===== src/rtl/otg_regbank_pkg.sv =====
package otg_regbank_pkg;

  localparam int FLAG_W = 14;
  localparam int CTRL_W = 6;
  localparam int LVL_W  = 8;
  localparam int HIT_W  = 5;
  localparam int N_EDGE = 5;
  localparam int N_EVT  = 5;

  // flag positions (shared by enable word)
  localparam int F_ROLE    = 0;
  localparam int F_VBERR   = 1;
  localparam int F_SRPFAIL = 2;
  localparam int F_SWFAIL  = 3;
  localparam int F_IDLE    = 4;
  localparam int F_ID      = 5;
  localparam int F_PERI    = 6;
  localparam int F_HOST    = 7;
  localparam int F_BVLD    = 8;
  localparam int F_AVLD    = 9;
  localparam int F_VBVLD   = 10;
  localparam int F_SEND    = 11;
  localparam int F_SRPDET  = 13;
  localparam logic [FLAG_W-1:0] FLAG_MASK = 14'h2FFF;

  // level word positions
  localparam int L_OVC  = 0;
  localparam int L_ID   = 1;
  localparam int L_SEND = 2;
  localparam int L_BVLD = 3;
  localparam int L_AVLD = 4;
  localparam int L_VBV  = 5;
  localparam int L_PERI = 6;
  localparam int L_HOST = 7;

  // control word positions
  localparam int C_DROP   = 0;
  localparam int C_BUSREQ = 1;
  localparam int C_SWAP   = 2;
  localparam logic [CTRL_W-1:0] CTL_MASK = 6'h37;
  localparam logic [CTRL_W-1:0] PHY_MASK = 6'h33;

  // byte offsets
  localparam int OFF_CTL = 'h00;
  localparam int OFF_PHY = 'h04;
  localparam int OFF_IEN = 'h08;
  localparam int OFF_STS = 'h0C;
  localparam int OFF_LVL = 'h10;

  // register hit index
  localparam int H_CTL = 0;
  localparam int H_PHY = 1;
  localparam int H_IEN = 2;
  localparam int H_STS = 3;
  localparam int H_LVL = 4;

  typedef struct packed {
    logic [HIT_W-1:0]  hit;
    logic              wrCtl;
    logic              wrPhy;
    logic              wrIen;
    logic              clrSts;
    logic              busReqClr;
    logic              swapClr;
    logic [FLAG_W-1:0] flagSet;
  } strobe_t;

  function automatic int edgeSrc(int i);
    case (i)
      0: return L_ID;
      1: return L_BVLD;
      2: return L_AVLD;
      3: return L_VBV;
      default: return L_SEND;
    endcase
  endfunction

  function automatic int edgeDst(int i);
    case (i)
      0: return F_ID;
      1: return F_BVLD;
      2: return F_AVLD;
      3: return F_VBVLD;
      default: return F_SEND;
    endcase
  endfunction

  function automatic int evtDst(int i);
    return (i < 4) ? i + 1 : F_SRPDET;
  endfunction

endpackage


===== src/rtl/otg_regbank_ctrl.sv =====
module otg_regbank_ctrl
  import otg_regbank_pkg::*;
#(
  parameter int ADDR_W = 5
) (
  input  logic              clk,
  input  logic              rstN,
  input  logic              busSel,
  input  logic              busWr,
  input  logic [ADDR_W-1:0] busAddr,
  input  logic [LVL_W-1:0]  lvl,
  input  logic [N_EVT-1:0]  evtIn,
  input  logic              evSwapDone,
  input  logic              evBusReqDrop,
  output strobe_t           strb
);

  if (ADDR_W < 5) begin : gAddrChk
    $error("ADDR_W must cover offset 0x10");
  end

  logic [LVL_W-1:0]  lvlPrev;
  logic [FLAG_W-1:0] setVec;
  logic [N_EDGE-1:0] edgeHit;
  logic [HIT_W-1:0]  hitVec;
  logic              idMoved;
  logic              roleFlip;

  // previous levels load during reset so no false edge appears
  always_ff @(posedge clk) begin
    lvlPrev <= lvl;
  end

  for (genvar g = 0; g < N_EDGE; g++) begin : gEdge
    localparam int SRC = edgeSrc(g);
    assign edgeHit[g] = lvl[SRC] ^ lvlPrev[SRC];
  end

  assign idMoved  = edgeHit[0];
  assign roleFlip = ((lvlPrev[L_HOST] && lvl[L_PERI] && !lvl[L_HOST]) ||
                     (lvlPrev[L_PERI] && lvl[L_HOST] && !lvl[L_PERI])) && !idMoved;

  always_comb begin
    setVec = '0;
    for (int i = 0; i < N_EDGE; i++) begin
      if (edgeHit[i]) setVec[edgeDst(i)] = 1'b1;
    end
    for (int i = 0; i < N_EVT; i++) begin
      if (evtIn[i]) setVec[evtDst(i)] = 1'b1;
    end
    if (lvl[L_PERI] && !lvlPrev[L_PERI]) setVec[F_PERI] = 1'b1;
    if (lvl[L_HOST] && !lvlPrev[L_HOST]) setVec[F_HOST] = 1'b1;
    if (roleFlip) setVec[F_ROLE] = 1'b1;
  end

  assign hitVec[H_CTL] = busAddr == ADDR_W'(OFF_CTL);
  assign hitVec[H_PHY] = busAddr == ADDR_W'(OFF_PHY);
  assign hitVec[H_IEN] = busAddr == ADDR_W'(OFF_IEN);
  assign hitVec[H_STS] = busAddr == ADDR_W'(OFF_STS);
  assign hitVec[H_LVL] = busAddr == ADDR_W'(OFF_LVL);

  always_comb begin
    strb           = '0;
    strb.hit       = hitVec;
    strb.wrCtl     = busSel && busWr && hitVec[H_CTL];
    strb.wrPhy     = busSel && busWr && hitVec[H_PHY];
    strb.wrIen     = busSel && busWr && hitVec[H_IEN];
    strb.clrSts    = busSel && busWr && hitVec[H_STS];
    strb.busReqClr = evBusReqDrop || idMoved;
    strb.swapClr   = evSwapDone || evtIn[F_IDLE - 1];
    strb.flagSet   = setVec & FLAG_MASK;
  end

  // address decode selects at most one register
  p_decode_onehot_r2: assert property (@(posedge clk) disable iff (!rstN)
    $onehot0(strb.hit));

  // an ID level change always raises its flag request
  p_id_edge_r4: assert property (@(posedge clk) disable iff (!rstN)
    (lvl[L_ID] != $past(lvl[L_ID])) |-> strb.flagSet[F_ID]);

  // role-change request never coincides with an ID change
  p_role_id_r6: assert property (@(posedge clk) disable iff (!rstN)
    (lvl[L_ID] != $past(lvl[L_ID])) |-> !strb.flagSet[F_ROLE]);

endmodule


===== src/rtl/otg_regbank_datapath.sv =====
module otg_regbank_datapath
  import otg_regbank_pkg::*;
#(
  parameter int DATA_W = 32
) (
  input  logic              clk,
  input  logic              rstN,
  input  strobe_t           strb,
  input  logic [DATA_W-1:0] busWdata,
  input  logic [LVL_W-1:0]  lvl,
  output logic [DATA_W-1:0] busRdata,
  output logic              irq,
  output logic [CTRL_W-1:0] ctlQ,
  output logic [CTRL_W-1:0] phyQ
);

  logic [FLAG_W-1:0] ienQ;
  logic [FLAG_W-1:0] stsQ;
  logic [CTRL_W-1:0] ctlNext;
  logic [FLAG_W-1:0] stsNext;
  logic [FLAG_W-1:0] clrVec;

  always_comb begin
    ctlNext = strb.wrCtl ? (busWdata[CTRL_W-1:0] & CTL_MASK) : ctlQ;
    if (strb.busReqClr || ctlNext[C_DROP]) ctlNext[C_BUSREQ] = 1'b0;
    if (strb.swapClr) ctlNext[C_SWAP] = 1'b0;
  end

  assign clrVec  = strb.clrSts ? busWdata[FLAG_W-1:0] : '0;
  assign stsNext = ((stsQ & ~clrVec) | strb.flagSet) & FLAG_MASK;

  always_ff @(posedge clk) begin
    if (!rstN) begin
      ctlQ <= '0;
      phyQ <= '0;
      ienQ <= '0;
      stsQ <= '0;
    end else begin
      ctlQ <= ctlNext;
      stsQ <= stsNext;
      if (strb.wrPhy) phyQ <= busWdata[CTRL_W-1:0] & PHY_MASK;
      if (strb.wrIen) ienQ <= busWdata[FLAG_W-1:0] & FLAG_MASK;
    end
  end

  always_comb begin
    busRdata = '0;
    unique case (1'b1)
      strb.hit[H_CTL]: busRdata[CTRL_W-1:0] = ctlQ;
      strb.hit[H_PHY]: busRdata[CTRL_W-1:0] = phyQ;
      strb.hit[H_IEN]: busRdata[FLAG_W-1:0] = ienQ;
      strb.hit[H_STS]: busRdata[FLAG_W-1:0] = stsQ;
      strb.hit[H_LVL]: busRdata[LVL_W-1:0]  = lvl;
      default:         busRdata = '0;
    endcase
  end

  assign irq = |(stsQ & ienQ);

  // any requested flag is set on the next cycle, clear or not
  p_set_wins_r8: assert property (@(posedge clk) disable iff (!rstN)
    (strb.flagSet != '0) |=> ((stsQ & $past(strb.flagSet)) == $past(strb.flagSet)));

  // cleared bits without a concurrent set read back zero
  p_w1c_r7: assert property (@(posedge clk) disable iff (!rstN)
    strb.clrSts |=> ((stsQ & $past(busWdata[FLAG_W-1:0]) & ~$past(strb.flagSet)) == '0));

  // bus request falls after a hardware clear request
  p_busreq_clr_r10: assert property (@(posedge clk) disable iff (!rstN)
    strb.busReqClr |=> !ctlQ[C_BUSREQ]);

  // swap enable falls after a swap-ending event
  p_swap_clr_r11: assert property (@(posedge clk) disable iff (!rstN)
    strb.swapClr |=> !ctlQ[C_SWAP]);

  // with nothing enabled the line stays low
  p_irq_quiet_r9: assert property (@(posedge clk) disable iff (!rstN)
    (ienQ == '0) |-> !irq);

endmodule


===== src/rtl/otg_irq_regbank.sv =====
module otg_irq_regbank
  import otg_regbank_pkg::*;
#(
  parameter int ADDR_W = 5,
  parameter int DATA_W = 32
) (
  input  logic              clk,
  input  logic              rstN,
  input  logic              busSel,
  input  logic              busWr,
  input  logic [ADDR_W-1:0] busAddr,
  input  logic [DATA_W-1:0] busWdata,
  output logic [DATA_W-1:0] busRdata,
  input  logic              idPin,
  input  logic              sessEnd,
  input  logic              bSessVld,
  input  logic              aSessVld,
  input  logic              vbusVld,
  input  logic              overCur,
  input  logic              actHost,
  input  logic              actPeri,
  input  logic              evVbusErr,
  input  logic              evSrpFail,
  input  logic              evSwapFail,
  input  logic              evGoIdle,
  input  logic              evSrpSeen,
  input  logic              evSwapDone,
  input  logic              evBusReqDrop,
  output logic              irq,
  output logic [5:0]        ctlBits,
  output logic [5:0]        phyBits
);

  logic [LVL_W-1:0] lvl;
  logic [N_EVT-1:0] evtIn;
  strobe_t          strb;

  assign lvl   = {actHost, actPeri, vbusVld, aSessVld, bSessVld, sessEnd, idPin, overCur};
  assign evtIn = {evSrpSeen, evGoIdle, evSwapFail, evSrpFail, evVbusErr};

  otg_regbank_ctrl #(.ADDR_W(ADDR_W)) uCtrl (
    .clk(clk), .rstN(rstN), .busSel(busSel), .busWr(busWr), .busAddr(busAddr),
    .lvl(lvl), .evtIn(evtIn), .evSwapDone(evSwapDone),
    .evBusReqDrop(evBusReqDrop), .strb(strb)
  );

  otg_regbank_datapath #(.DATA_W(DATA_W)) uData (
    .clk(clk), .rstN(rstN), .strb(strb), .busWdata(busWdata), .lvl(lvl),
    .busRdata(busRdata), .irq(irq), .ctlQ(ctlBits), .phyQ(phyBits)
  );

endmodule


===== config.mk =====
export PLATFORM = sky130hd
export DESIGN_NAME = otg_irq_regbank
export DESIGN_NICKNAME = d
export VERILOG_FILES = /design/src/rtl/otg_regbank_pkg.sv /design/src/rtl/otg_regbank_ctrl.sv /design/src/rtl/otg_regbank_datapath.sv /design/src/rtl/otg_irq_regbank.sv
export SDC_FILE = /design/constraint.sdc
export NUM_CORES = 1
export LEC_CHECK = 0
export CAP_MARGIN = 0
export CORE_ASPECT_RATIO = 0.8
export CORE_MARGIN = 1
export CORE_UTILIZATION = 45
export CTS_CLUSTER_DIAMETER = 50
export DETAILED_ROUTE_END_ITERATION = 8
export HOLD_SLACK_MARGIN = 0.15
export PLACE_DENSITY_LB_ADDON = 0.08
export SLEW_MARGIN = 20
export SYNTH_ARGS = -nofsm -noshare
export SYNTH_HDL_FRONTEND = slang
export SYNTH_SLANG_ARGS = --single-unit

===== constraint.sdc =====
create_clock -name clk -period 2.6 [get_ports clk]
set_input_delay 0.52 -clock clk [delete_from_list [all_inputs] [get_ports clk]]
set_output_delay 0.52 -clock clk [all_outputs]
set_load 0.02 [all_outputs]

==> results.json, run 1 <==
{
  "ys.flop_type": "dfxtp_1",
  "pre_cts_slack_ps": -365,
  "hold_viol": 0,
  "drc": 0,
  "min_path_type": "register to register",
  "crit_path_start_kind": "primary input",
  "syn_inst": 272,
  "fp.dieW_um": 81.8,
  "synthArstFlopShare_pct": 0,
  "first_iter_violations": 195,
  "die_y_um": 65.9,
  "fill_cells": 424,
  "cts_sinks": 42,
  "critPathKind": "primary input to output pin",
  "placed_cell_area_um2": 2980,
  "relSlewSlack_pct": 62.6,
  "setup_viol": 0,
  "ys_ff_latch": 42,
  "ant_nets": 0,
  "gr-usage-all-layers_pct": 24.8,
  "worstPathMaxFanout": 9,
  "tritoncts": "yes",
  "synth.distinct_cells": 39,
  "finalCritPeriodShare_pct": 97.8,
  "arrival_ps": 2020,
  "core_um2": 4730,
  "rrSetupSlack_ps": 1510,
  "vias": 2239,
  "synthToLayoutAreaGrowth_pct": 33.0,
  "top_layer": "met4",
  "wire_per_inst_um": 15.9,
  "yosysWarnings": 0,
  "cts_buffers": 5,
  "clkSlewWorstSetupHoldPaths_ps": 80,
  "grt_setup_unrepaired": "no",
  "route.layer.met1.wl_um": 3060,
  "clock_latency_ps": 300,
  "fmax_mhz": 393,
  "met2WireLength_um": 2830,
  "drive_gt1_share_pct": 12.0,
  "synth-seq-area-share_pct": 36.7,
  "crit_path_start": "busAddr[0]",
  "gr-total-overflow": 0,
  "cp-end-kind": "output pin",
  "fin_crit_ps": 2540,
  "setup_ws_ps": 56.7,
  "initial_core_util_pct": 48.4,
  "pin_count": 101,
  "synth_edf_count": 0,
  "finalWirelength_um": 6380,
  "place.port_buffers": 59,
  "power_density_nw_per_um2": 470,
  "row_count": 22,
  "htree_levels": 2,
  "grt_pass1_vias": 1970,
  "vdd_drop_max_uv": 280,
  "worstMarginPinSlew_ps": 561,
  "p_leak_nw": 1.23,
  "grt_start_max_net_pins": 29,
  "grt_antenna_before_repair": 0,
  "firstDrtPassIters": 4,
  "cts.path.max_buffers": 2,
  "antennaDiodeCount": 0,
  "grt_pass1_wl_um": 9890,
  "syn_avg_cell_area_um2": 8.43,
  "final_area_um2": 3050,
  "cp.required_ps": 2080,
  "finClkSkew_ps": 3.90,
  "outcome": "complete, no violations",
  "die_area_um2": 5390,
  "vias_per_cell": 5.57,
  "post_cts_buffers": 0,
  "nets": 397,
  "slew_viol_final": 0,
  "met3_length_um": 426,
  "cts-root-buf": "clkbuf_8",
  "synthesis.area_um2": 2290,
  "globalplace.congestion": 0.912,
  "fin_setup_tns_ps": 0,
  "r2r-end": "uData.ctlQ[1]",
  "hpwl_um": 4590,
  "cap_violations": 0,
  "crit_end": "busRdata[7]",
  "reg2reg_from": "uCtrl.lvlPrev[1]",
  "reg2reg_depth": 3
}
## per-stage QoR
step                      hold WS, ps  power [W]  cells  utilization [%]
after floorplan                   466   0.000830    293                -
after detailed placement          470   0.000929    394             63.0
after global routing              505    0.00149    402             64.4
after global placement            469   0.000926    394             63.0
final                             488    0.00143    402             64.4
after CTS                         486    0.00143    402             65.2
## sequential cells by signal, indices dropped and copies added, names as in the netlist
register       cells
uData.phyQ         4
uData.stsQ        13
uCtrl.lvlPrev      7
uData.ienQ        13
uData.ctlQ         5
## synth_stat cells (2+ instances only)
| cell | n | area [um^2] |
|---|---|---|
| dfxtp_1 | 42 | 841 |
| o21ai_0 | 33 | 165 |
| nand3_1 | 26 | 130 |
| buf_4 | 23 | 173 |
| a21boi_0 | 18 | 135 |
| mux2i_1 | 14 | 140 |
| clkbuf_1 | 13 | 48.8 |
| nand4_1 | 10 | 62.6 |
| nor2b_1 | 10 | 62.6 |
| and3b_1 | 9 | 78.8 |
| nand2_1 | 9 | 33.8 |
| nor2_1 | 8 | 30.0 |
| inv_1 | 7 | 26.3 |
| a21oi_1 | 6 | 30.0 |
| a22oi_1 | 5 | 37.5 |
| a31oi_1 | 5 | 31.3 |
| xor2_1 | 4 | 35.0 |
| and3_1 | 3 | 18.8 |
| nand4b_1 | 3 | 26.3 |
| o2bb2ai_1 | 3 | 26.3 |
| and2_1 | 2 | 12.5 |
| nor3_1 | 2 | 10.0 |
## per-layer routing
metal	GRT usage, %	vias to the layer above
li1	-	1078
met1	35.0	1069
met2	38.0	85
met3	5.24	7
met4	6.58	0
met5	0	-
## layout make-up
class                   count  area [um^2]  area share (%)
well taps                  60         75.1            2.46
flip-flops and latches     42          841            27.6
repair buffers             80          731            24.0
inverters                   7         26.3           0.862
clock buffers               7         76.3            2.50
clock inverters             1         30.0           0.985
multi-input cells         205         1270            41.6
## worst max-delay path, stage by stage
cell	delay (ps)
clkdlybuf4s50_1	470
or4b_1	480
buf_4	190
o2bb2ai_1	160
buf_2	190
## repair_timing
action                                  in CTS  in global routing
endpoints found under the setup margin      13                 12
resized for setup                           30                 15
hold buffers                                 0                  0
## worst min path at each step
stage,from,end,cells past startpoint
2_1_floorplan,uData.ienQ[4],uData.ienQ[4],2
3_3_place_gp,uData.ctlQ[4],uData.ctlQ[4],2
3_5_place_dp,uData.ctlQ[5],uData.ctlQ[5],2
4_1_cts,uData.ctlQ[5],uData.ctlQ[5],2
5_1_grt,uData.ctlQ[5],uData.ctlQ[5],2
6_report,uData.ctlQ[5],uData.ctlQ[5],2
## placed cells by master (no fill, tap or decap), types with 3 or more instances in the layout
master	count
and3b_1	8
nand3_1	26
buf_2	5
clkbuf_2	5
clkbuf_8	5
xor2_1	4
conb_1	22
nand4_1	10
a21boi_0	18
clkdlybuf4s50_1	46
a21oi_1	6
mux2i_1	14
nand2_1	9
nor2_1	8
nand4b_1	3
inv_1	7
a31oi_1	5
buf_4	17
o2bb2ai_1	3
dfxtp_1	42
o21ai_0	32
a22oi_1	5
and3_1	3
nor2b_1	10
## kinds of logic (layout without fill, tap and decap cells)
logic type / Yosys count / count (layout) / share of synthesized area [%]
and+or+nand+nor: 89 / 89 / 22.9
AOI/OAI and AO/OA: 75 / 75 / 20.6
buffers and inverters: 46 / 95 / 11.7
DFF: 42 / 42 / 36.7
muxes: 14 / 14 / 6.11
xor gates and xnor gates: 5 / 5 / 1.91
other: 1 / 22 / 0.164
## power by group
group | internal, W | switching (W) | leakage [nW]
sequential | 0.000666 | 0.0000181 | 0.345
combinational | 0.000108 | 0.000124 | 0.829
clock | 0.000287 | 0.000227 | 0.0524
total | 0.00106 | 0.000370 | 1.23
Note: power is estimated with default switching activity, not from simulation.
==> run 2, diff against run 1 <==
--- a/config.mk
+++ b/config.mk
@@ -8,11 +8,13 @@
 export CAP_MARGIN = 0
 export CORE_ASPECT_RATIO = 0.8
 export CORE_MARGIN = 1
-export CORE_UTILIZATION = 45
+export CORE_UTILIZATION = 60
 export CTS_CLUSTER_DIAMETER = 50
 export DETAILED_ROUTE_END_ITERATION = 8
+export DONT_BUFFER_PORTS = 1
 export HOLD_SLACK_MARGIN = 0.15
 export PLACE_DENSITY_LB_ADDON = 0.08
+export SETUP_SLACK_MARGIN = 0.2
 export SLEW_MARGIN = 20
 export SYNTH_ARGS = -nofsm -noshare
 export SYNTH_HDL_FRONTEND = slang
==> results.json, run 2 (same netlist as run 1, synthesis figures left out) <==
{
  "outcome": "complete, but fails checks",
  "violations": "design-rule violations",
  "crit_buf_inv": 0,
  "fin_setup_tns_ps": 0,
  "switching_power_w": 0.000326,
  "crit_path_start_kind": "primary input",
  "stdcell_count": 309,
  "p_int_w": 0.000920,
  "grt_pass1_wl_um": 8620,
  "path_cells": "or4b_1 > o2bb2ai_1",
  "power_frac_clock_pct": 35.7,
  "cp_top_family": "simple AND/OR/NAND/NOR gates",
  "grt_setup_unrepaired": "no",
  "clkSlewWorstSetupHoldPaths_ps": 80,
  "fmax_mhz": 436,
  "tritoncts": "yes",
  "antennaDiodeCount": 0,
  "arrival_ps": 1770,
  "min_path_cells": 0,
  "cts-root-buf": "clkbuf_8",
  "fp.dieW_um": 71.1,
  "cp_slowest_cell": "or4b_1",
  "htree_levels": 2,
  "firstDrtPassIters": 7,
  "fill_cells": 333,
  "placed_cell_area_um2": 2230,
  "clock_latency_ps": 300,
  "cts_sinks": 42,
  "initial_core_util_pct": 64.7,
  "cp-end-kind": "output pin",
  "cts_buffers": 5,
  "ant_nets": 0,
  "post_cts_buffers": 0,
  "hold_buffers": 0,
  "slowest_delay_ps": 770,
  "drc": 4,
  "vdd_drop_max_uv": 276,
  "mostFrequentLayoutCells": "dfxtp_1 (42), o21ai_0 (33), nand3_1 (26)",
  "hold_viol": 0,
  "row_count": 19,
  "finalCritPeriodShare_pct": 88.2,
  "cp.required_ps": 2080,
  "critPathKind": "primary input to output pin",
  "worstPathMaxFanout": 11,
  "wire_per_inst_um": 17.9,
  "gr-total-overflow": 0,
  "nets": 322,
  "grt_antenna_before_repair": 0,
  "min_from": "bSessVld",
  "reg2reg_depth": 3,
  "grt_start_max_net_pins": 40,
  "rrSetupSlack_ps": 1600,
  "comb_power_share_pct": 9.4,
  "worstMarginPinSlew_ps": 603,
  "vias": 1972,
  "slew_viol_final": 0,
  "drive_gt1_share_pct": 5.62,
  "finClkSkew_ps": 1.55,
  "first_iter_violations": 220,
  "largestRegisters": "uData.ienQ: 13 flops, uData.stsQ: 13 flops, uCtrl.lvlPrev: 7 flops",
  "hpwl_um": 3880,
  "die_area_um2": 4080,
  "gr-usage-all-layers_pct": 28.2,
  "p_leak_nw": 0.893,
  "pin_count": 101,
  "relSlewSlack_pct": 59.8,
  "r2r-end": "uData.ctlQ[1]",
  "final_area_um2": 2320,
  "die_y_um": 57.3,
  "sw_frac_of_total_pct": 26.1,
  "grt_pass1_vias": 1731,
  "setup_viol": 0,
  "core_um2": 3540,
  "final_common_cell": "dfxtp_1",
  "cts.path.max_buffers": 2,
  "place.port_buffers": 0,
  "finalWirelength_um": 5520,
  "dp_cells": 301,
  "cts_resized": 0,
  "globalplace.congestion": 0.831,
  "power_density_nw_per_um2": 537,
  "reg2reg_from": "uCtrl.lvlPrev[1]",
  "min_path_type": "primary input to register",
  "vias_per_cell": 6.38,
  "synthToLayoutAreaGrowth_pct": 1.20,
  "cap_violations": 0,
  "fin_crit_ps": 2290,
  "hold_path_end": "uCtrl.lvlPrev[3]",
  "pwr-share-seq_pct": 54.9
}
==> run 2: changes by cell type in the layout (fill, tap and decap cells not counted), moves of 2 or more <==
cell and change:
buf_12 -2, buf_2 -5, buf_4 -12, buf_6 -2, clkbuf_1 -2, clkbuf_2 -5, clkdlybuf4s50_1 -46
==> run 2: how the worst max path moves through the flow <==
| stage | startpoint | to | slack (ps) | depth (start not counted) |
|---|---|---|---|---|
| after floorplan | busAddr[4] | busRdata[3] | 480 | 3 |
| after global placement | busAddr[4] | busRdata[7] | 300 | 2 |
| after detailed placement | busAddr[4] | busRdata[7] | 300 | 2 |
| after CTS | busAddr[4] | busRdata[7] | 300 | 2 |
| after global routing | busAddr[4] | busRdata[7] | 260 | 2 |
| final | busAddr[4] | busRdata[7] | 310 | 2 |
==> run 2: power by group through the flow <==
stage | Sequential, W | Clock (W) | Combinational, W
6_report | 0.000684 | 0.000445 | 0.000117
4_1_cts | 0.000684 | 0.000451 | 0.000116
5_1_grt | 0.000687 | 0.000476 | 0.000128
2_1_floorplan | 0.000693 | 0 | 0.000137
3_5_place_dp | 0.000699 | 0 | 0.000116
3_3_place_gp | 0.000699 | 0 | 0.000115
==> run 2: metrics by stage <==
step	setup slack [ps]	hold WS, ps	power, W	utilization (%)
4_1_cts	304	235	0.00125	65.5
5_1_grt	261	226	0.00129	65.5
2_1_floorplan	476	466	0.000830	-
3_5_place_dp	301	488	0.000815	62.8
6_report	306	238	0.00125	65.5
3_3_place_gp	297	479	0.000813	62.8
==> run 2: layer usage <==
layer / track usage (%) / up-vias / routed length (um)
li1: - / 928 / -
met1: 40.7 / 930 / 2450
met2: 41.1 / 105 / 2430
met3: 7.24 / 9 / 568
met4: 9.43 / 0 / 73
met5: 0 / - / 0
==> run 2: final cells by class <==
class                   count  area, um^2  share of cell area [%]
clock buffers               6        82.6                    3.56
clock inverters             2        12.5                   0.539
inverters                   7        26.3                    1.13
multi-input cells         205        1270                    54.7
flip-flops and latches     42         841                    36.2
well taps                  42        52.6                    2.26
repair buffers              5        37.5                    1.62
==> run 3, diff against run 2 <==
--- a/config.mk
+++ b/config.mk
@@ -19,3 +19,4 @@
 export SYNTH_ARGS = -nofsm -noshare
 export SYNTH_HDL_FRONTEND = slang
 export SYNTH_SLANG_ARGS = --single-unit
+export TNS_END_PERCENT = 20
==> results of run 3 <==
No change in the layout: final DEF, timing and power equal those of run 2.
